$ cat config.mk
export PLATFORM = sky130hd
export DESIGN_NAME = sps_status_reg
export DESIGN_NICKNAME = d
export VERILOG_FILES = /design/src/rtl/sps_pkg.sv /design/src/rtl/sps_clr_flag.sv /design/src/rtl/sps_ro_bits.sv /design/src/rtl/sps_sck_ctl.sv /design/src/rtl/sps_status_reg.sv
export SDC_FILE = /design/constraint.sdc
export NUM_CORES = 1
export LEC_CHECK = 0
export CORE_MARGIN = 4
export CORE_UTILIZATION = 37
export CTS_CLUSTER_DIAMETER = 100
export DETAILED_ROUTE_END_ITERATION = 6
export GPL_TIMING_DRIVEN = 0
export PLACE_DENSITY = 0.76
export SETUP_SLACK_MARGIN = 0.4
export SYNTH_ARGS = -nofsm -noshare
export SYNTH_HDL_FRONTEND = slang
export SYNTH_SLANG_ARGS = --single-unit
export TNS_END_PERCENT = 100
$ cat constraint.sdc
create_clock -name clk -period 1.1 [get_ports clk]
set_input_delay 0.22 -clock clk [delete_from_list [all_inputs] [get_ports clk]]
set_output_delay 0.22 -clock clk [all_outputs]
set_load 0.02 [all_outputs]
$ cat src/rtl/sps_pkg.sv
package sps_pkg;
  localparam int REG_W = 8;
  localparam int CLR_LO = 3;
  localparam int CLR_HI = 7;
  localparam int NUM_CLR = CLR_HI - CLR_LO + 1;
  localparam logic [REG_W-1:0] RESET_VAL = 8'h84;
  localparam int B_TXE = 7;
  localparam int B_RXF = 6;
  localparam int B_OVR = 5;
  localparam int B_FRM = 4;
  localparam int B_PAR = 3;
  localparam int B_TEND = 2;
  localparam int B_MPB = 1;
  localparam int B_MPBT = 0;
endpackage

$ cat src/rtl/sps_clr_flag.sv
module sps_clr_flag #(
  parameter logic RST_VAL = 1'b0
) (
  input  logic clk,
  input  logic rst_n,
  input  logic stby_i,
  input  logic set_i,
  input  logic rd_i,
  input  logic wr_i,
  input  logic wd_i,
  output logic flag_o
);
  logic flag_q, armed_q, clr_ok;

  // clearing needs an armed latch and a 0 in the written bit
  assign clr_ok = wr_i & ~wd_i & armed_q;

  always_ff @(posedge clk or negedge rst_n) begin
    if (!rst_n) begin
      flag_q  <= RST_VAL;
      armed_q <= 1'b0;
    end else if (stby_i) begin
      flag_q  <= RST_VAL;
      armed_q <= 1'b0;
    end else begin
      flag_q  <= set_i | (flag_q & ~clr_ok);
      armed_q <= (rd_i & flag_q) | (armed_q & ~wr_i);
    end
  end

  assign flag_o = flag_q;

  assert_clr_needs_arm_R3: assert property (@(posedge clk) disable iff (!rst_n)
    (flag_q && !armed_q && !stby_i) |=> flag_q);
  assert_set_wins_R6: assert property (@(posedge clk) disable iff (!rst_n)
    (set_i && !stby_i) |=> flag_q);
  assert_read_arms_R5: assert property (@(posedge clk) disable iff (!rst_n)
    (rd_i && flag_q && !stby_i) |=> armed_q);
  assert_write_one_keeps_R4: assert property (@(posedge clk) disable iff (!rst_n)
    (wr_i && wd_i && flag_q && !stby_i) |=> flag_q);
endmodule

$ cat src/rtl/sps_ro_bits.sv
module sps_ro_bits (
  input  logic clk,
  input  logic rst_n,
  input  logic stby_i,
  input  logic tend_set_i,
  input  logic tend_clr_i,
  input  logic rx_full_i,
  input  logic rx_mpb_i,
  input  logic wr_i,
  input  logic wd0_i,
  output logic [2:0] bits_o
);
  import sps_pkg::*;
  logic tend_q, mpb_q, mpbt_q;

  always_ff @(posedge clk or negedge rst_n) begin
    if (!rst_n) begin
      tend_q <= RESET_VAL[B_TEND];
      mpb_q  <= RESET_VAL[B_MPB];
      mpbt_q <= RESET_VAL[B_MPBT];
    end else if (stby_i) begin
      tend_q <= RESET_VAL[B_TEND];
      mpb_q  <= RESET_VAL[B_MPB];
      mpbt_q <= RESET_VAL[B_MPBT];
    end else begin
      if (tend_set_i)      tend_q <= 1'b1;
      else if (tend_clr_i) tend_q <= 1'b0;
      if (rx_full_i) mpb_q <= rx_mpb_i;
      if (wr_i)      mpbt_q <= wd0_i;
    end
  end

  assign bits_o = {tend_q, mpb_q, mpbt_q};

  assert_tend_set_R9: assert property (@(posedge clk) disable iff (!rst_n)
    (tend_set_i && !stby_i) |=> tend_q);
  assert_mpbt_write_R10: assert property (@(posedge clk) disable iff (!rst_n)
    (wr_i && !stby_i) |=> (mpbt_q == $past(wd0_i)));
endmodule

$ cat src/rtl/sps_sck_ctl.sv
module sps_sck_ctl (
  input  logic clk,
  input  logic rst_n,
  input  logic cke0_i,
  input  logic sync_mode_i,
  input  logic ext_clk_i,
  output logic sck_oe_o
);
  // pin drives only with internal clock in asynchronous mode
  assign sck_oe_o = cke0_i & ~(sync_mode_i | ext_clk_i);

  assert_sck_sync_off_R11: assert property (@(posedge clk) disable iff (!rst_n)
    (sync_mode_i || ext_clk_i || !cke0_i) |-> !sck_oe_o);
endmodule

$ cat src/rtl/sps_status_reg.sv
module sps_status_reg (
  input  logic       clk,
  input  logic       rst_n,
  input  logic       stby_i,
  input  logic       bus_rd_i,
  input  logic       bus_wr_i,
  input  logic [7:0] bus_wdata_i,
  output logic [7:0] bus_rdata_o,
  input  logic       tdr_xfer_i,
  input  logic       tx_en_i,
  input  logic       tend_set_i,
  input  logic       tend_clr_i,
  input  logic       rx_full_i,
  input  logic       rx_mpb_i,
  input  logic       overrun_i,
  input  logic       framing_i,
  input  logic       parity_i,
  input  logic       cke0_i,
  input  logic       sync_mode_i,
  input  logic       ext_clk_i,
  output logic       sck_oe_o
);
  import sps_pkg::*;

  logic txen_q, txen_fall;
  logic [REG_W-1:0] set_vec;
  logic [REG_W-1:0] reg_val;
  logic [2:0] ro_bits;

  always_ff @(posedge clk or negedge rst_n) begin
    if (!rst_n) txen_q <= 1'b0;
    else        txen_q <= tx_en_i;
  end
  assign txen_fall = txen_q & ~tx_en_i;

  always_comb begin
    set_vec        = '0;
    set_vec[B_TXE] = tdr_xfer_i | txen_fall;
    set_vec[B_RXF] = rx_full_i;
    set_vec[B_OVR] = overrun_i;
    set_vec[B_FRM] = framing_i;
    set_vec[B_PAR] = parity_i;
  end

  for (genvar i = CLR_LO; i <= CLR_HI; i++) begin : g_flag
    sps_clr_flag #(.RST_VAL(RESET_VAL[i])) u_flag (
      .clk    (clk),
      .rst_n  (rst_n),
      .stby_i (stby_i),
      .set_i  (set_vec[i]),
      .rd_i   (bus_rd_i),
      .wr_i   (bus_wr_i),
      .wd_i   (bus_wdata_i[i]),
      .flag_o (reg_val[i])
    );
  end

  sps_ro_bits u_ro (
    .clk        (clk),
    .rst_n      (rst_n),
    .stby_i     (stby_i),
    .tend_set_i (tend_set_i),
    .tend_clr_i (tend_clr_i),
    .rx_full_i  (rx_full_i),
    .rx_mpb_i   (rx_mpb_i),
    .wr_i       (bus_wr_i),
    .wd0_i      (bus_wdata_i[0]),
    .bits_o     (ro_bits)
  );
  assign reg_val[B_TEND:B_MPBT] = ro_bits;

  sps_sck_ctl u_sck (
    .clk         (clk),
    .rst_n       (rst_n),
    .cke0_i      (cke0_i),
    .sync_mode_i (sync_mode_i),
    .ext_clk_i   (ext_clk_i),
    .sck_oe_o    (sck_oe_o)
  );

  assign bus_rdata_o = reg_val;

  assert_standby_value_R1: assert property (@(posedge clk) disable iff (!rst_n)
    stby_i |=> (bus_rdata_o == RESET_VAL));
  assert_txen_fall_sets_R7: assert property (@(posedge clk) disable iff (!rst_n)
    ($fell(tx_en_i) && !stby_i) |=> bus_rdata_o[B_TXE]);
  assert_ro_bits_R9: assert property (@(posedge clk) disable iff (!rst_n)
    (!stby_i && !tend_set_i && !tend_clr_i && !rx_full_i) |=> $stable(bus_rdata_o[B_TEND:B_MPB]));
endmodule

; Word-level counts from Yosys, hierarchy flattened
; Cells that the tools add are included.
[totals]
reg_bits = 14
out_inout_bits = 9
[classes]
mux = 17
bitwise = 52
n_reduce_logical = 3
[op_table]
columns = operator, n
row1 = $and 1x1->1, 27
row2 = $mux 1, 17
row3 = $not 1->1, 13
row4 = $or 1x1->1, 12
row5 = $reduce_bool 2->1, 2
row6 = $reduce_bool 3->1, 1

; Depth between registers and ports, before layout
[depth]
depth_word = 7
depth_mapped = 3

; Modules after synthesis
; A second synthesis with hierarchy kept.
[hier_totals]
hier_cells = 56
area_unflattened_um2 = 595.6
[by_module_without_submodules]
columns = module, n_inst, cells_each, area_each_um2
row1 = sps_clr_flag (g_flag[3].u_flag ...), 4, 8, 81.3
row2 = sps_ro_bits, 1, 13, 138.9
row3 = sps_clr_flag (g_flag[7].u_flag), 1, 7, 82.6
row4 = sps_status_reg, 1, 3, 36.3
row5 = sps_sck_ctl, 1, 1, 12.5

; Worst setup path after synthesis
; Ideal clock, no wire load.
[synth_path]
path_type = in2out
from = input port ext_clk_i
to = output port sck_oe_o
t_arrival_ns = 0.747
t_required_ns = 0.880
setup_slack_ns = 0.133
stages = 1
path_buffers = 0
cell_sequence = nor3b_1
[synth_between]
elab_chain_len = 3
[synth_rtl]
columns = element, line_no
row1 = "start, declared", sps_status_reg.sv:20  ; input logic ext_clk_i,
row2 = $or 1x1->1, sps_sck_ctl.sv:10  ; assign sck_oe_o = cke0_i & ~(sync_mode_i | ext_clk_i);
row3 = $not 1->1, sps_sck_ctl.sv:10
row4 = $and 1x1->1, sps_sck_ctl.sv:10
row5 = "end, declared", sps_status_reg.sv:21  ; output logic sck_oe_o
; No other way between the ends.

; Final worst setup path
[layout_path]
from = register u_ro.tend_q
to = output port bus_rdata_o[2]
[layout_rtl]
columns = element, line_no
row1 = "start, declared", sps_ro_bits.sv:14  ; logic tend_q, mpb_q, mpbt_q;
row2 = "start signal, assigned", sps_ro_bits.sv:18  ; tend_q <= RESET_VAL[B_TEND];
row3 = "start signal, assigned", sps_ro_bits.sv:22  ; tend_q <= RESET_VAL[B_TEND];
row4 = "end, declared", sps_status_reg.sv:8  ; output logic [7:0] bus_rdata_o,
; No word-level cell between the ends.

==> summary.md <==
| Metric | Value |
|---|---|
| Status | finished, violations left |
| Failing checks | setup timing |
| Crit end category | output port |
| I/O Pins | 34 |
| Finished Cell Area | 0.00126 mm^2 |
| Drt pass-1 iters | 2 |
| Final Non-Filler Cells | 123 |
| Routed WL | 1.75 mm |
| GRT overflow | 0 |
| Drt initial violations | 1 |
| Row count | 14 |
| Leakage power | 0.577 nW |
| Antenna diodes | 0 |
| Post-route setup slack | -137 ps |
| Pwr dens | 1020 mW/mm^2 |
| H-tree depth | 1 |
| RSZ-0062 raised after global routing | true |
| Final Setup Violations | 8 |
| DP Wirelength | 1.12 mm |
| Clock transition at path regs | 90 ps |
| Initial antenna violation count | 0 |
| Critical path class | flop to output port |
| Hold Crit Class | input port to async pin |
| Post-route DRC violation count | 0 |
| Cell area after synthesis | 638 um^2 |
| Synthesis-to-finish area growth | 98.2% |
| PortBufs | 31 |
| Maximum fanout along the worst path | 2 |
| CTS tree | done |
| Total vias in the final route | 619 |
| Fmax | 0.808 GHz |
| Pin slew with the least headroom to its limit | 640 ps |
| Avg Inst Size Synth | 10.3 um^2 |
| Via density per instance | 5.03 |
| Final Net Count | 133 |
| Startpoint types | flop |
| Wirelength per Cell | 14.2 um |
| Mapped Nets | 87 |
| Die area | 0.00245 mm^2 |
| Hold slack | 59.7 ps |
| Num CTS Buffers | 3 |
| Post-synthesis sequential area ratio | 55.3% |
| Arrival time worst endpoint | 1020 ps |
| Placed cells | 109 |
| Seq cells post-synth | 14 |
| Max-slew headroom | 57.3% |
| Setup Skew | 2.27 ps |
| Core Footprint | 0.00156 mm^2 |
| Final Hold Viols | 0 |
| Starting Density | 40.9% |
| First-pass GRT wire length | 2.77 mm |
| Clock latency on the worst-skew pair | 280 ps |
| Pin count of the biggest net entering global routing | 15 |
| Clk buf depth | 2 |
| Detail Route Antenna Nets | 0 |
| Post-synthesis cell count | 62 |
| Total track usage | 14.8% |
| Max Cap Viol | 0 |
| Yosys warnings | 0 |
| Layout cells sized above 1 | 56.1% |
| Post-Route Utilization | 81.1% |
| Vias in the first global route | 668 |
| Setup_tns | -552 ps |
| Gpl congestion | 0.671 |
| Width of the chip | 49.5 um |
| Slew Viols, Final | 0 |
| Part of the cycle the worst path needs | 112% |
| Post-route minimum period | 1240 ps |
| Post-place setup slack | -557 ps |
| DIE HEIGHT | 49.5 um |
| Distinct cells, synth | 18 |
| CTS Root Cell | clkbuf_4 |
| CP Data Required Time | 880 ps |
| DP Area | 0.00101 mm^2 |
| Overall Power | 1.29 mW |
| Peak supply drop | 0.652 mV |
| CTS Sinks | 14 |
## state kept, by name (all words and copies together) (netlist names)
signal                 count
g_flag.u_flag.armed_q      5
g_flag.u_flag.flag_o       5
txen_q                     1
u_ro.mpb_q                 1
u_ro.mpbt_q                1
u_ro.tend_q                1
## Yosys cell counts
| cell | n | area share, % |
|---|---|---|
| a21oi_1 | 5 | 3.9 |
| buf_2 | 2 | 1.6 |
| nand2b_1 | 5 | 4.9 |
| dfrtp_1 | 12 | 47 |
| inv_1 | 1 | 0.59 |
| nand3b_1 | 1 | 1.2 |
| nor3b_1 | 1 | 1.2 |
| nand2_1 | 5 | 2.9 |
| mux2i_1 | 2 | 3.1 |
| buf_4 | 8 | 9.4 |
| a311oi_1 | 3 | 4.1 |
| dfstp_2 | 2 | 8.2 |
| nor2_1 | 10 | 5.9 |
| a2111o_1 | 1 | 1.8 |
| nor4bb_1 | 1 | 1.6 |
| o21ai_0 | 1 | 0.78 |
| nor2b_1 | 1 | 0.98 |
| nor3_1 | 1 | 0.78 |
## logic make-up after synthesis
family	after synthesis	synth area share, %
mux	2	3.14
simple gates	25	19.4
flops	14	55.3
compound gates	10	10.6
buf+inv	11	11.6
## report_power, final
group / switching, mW / internal, mW
registers: 0.0209 / 0.544
logic: 0.139 / 0.210
clock network: 0.174 / 0.201
## worst paths after layout
kind,startpoint,to,slack [ps],cells past startpoint
max,u_ro.tend_q$_DFFE_PN1P_,bus_rdata_o[2],-140,2
min,rst_n,g_flag[3].u_flag.flag_o$_DFF_PN0_,60,1
max reg2reg,g_flag[7].u_flag.flag_o$_DFF_PN1_,g_flag[7].u_flag.flag_o$_DFF_PN1_,170,2
min reg2reg,g_flag[4].u_flag.armed_q$_DFF_PN0_,g_flag[4].u_flag.flag_o$_DFF_PN0_,500,1
max in group asynchronous,rst_n,g_flag[5].u_flag.flag_o$_DFF_PN0_,630,1
min in group clk,stby_i,g_flag[6].u_flag.flag_o$_DFF_PN0_,340,2
## placed cells by master (no fill, tap or decap)
cell              n
dfrtp_1          12
a311oi_2          3
clkbuf_8          1
buf_6            27
inv_2             1
nor2b_1           1
nor4bb_2          1
dfstp_2           2
clkdlybuf4s50_1  10
nand2b_1          5
nor2_4            4
buf_8             1
a2111o_1          1
o21ai_2           1
clkbuf_4          3
nand2_4           3
nor3_2            1
mux2i_1           2
nand2_2           2
buf_4             3
dlygate4sd2_1     9
buf_2             1
nor2_1            6
nand3b_1          1
a21oi_2           5
nor3b_2           1
## layout make-up
type	count	area (um^2)
fill	101	294
timing repair buffer	41	409
clock buffer	4	36.3
buffer	10	116
tap	16	20.0
sequential	14	353
multi-input combinational	37	327
inverter	1	3.75
## critical path: stages (launching register included)
cell and delay [ps]:
dfstp_2 550, buf_6 90, buf_6 100
## routing by layer
metal | global-route usage [%] | share of wire (%) | routed length (um) | up-vias
met2 | 25.6 | 53 | 925 | 24
li1 | - | - | - | 292
met3 | 3.01 | 6.3 | 111 | 2
met4 | 9.68 | 1.0 | 18 | 0
met1 | 16.2 | 40 | 694 | 301
met5 | 0 | 0 | 0 | -
## timing repair
item,in CTS,in global routing
hold buffers,0,0
buffers inserted,5,5
gates resized for setup,89,23
setup endpoints to repair,36,22
pin swaps,9,4
Power figures use the tool's default switching activity.
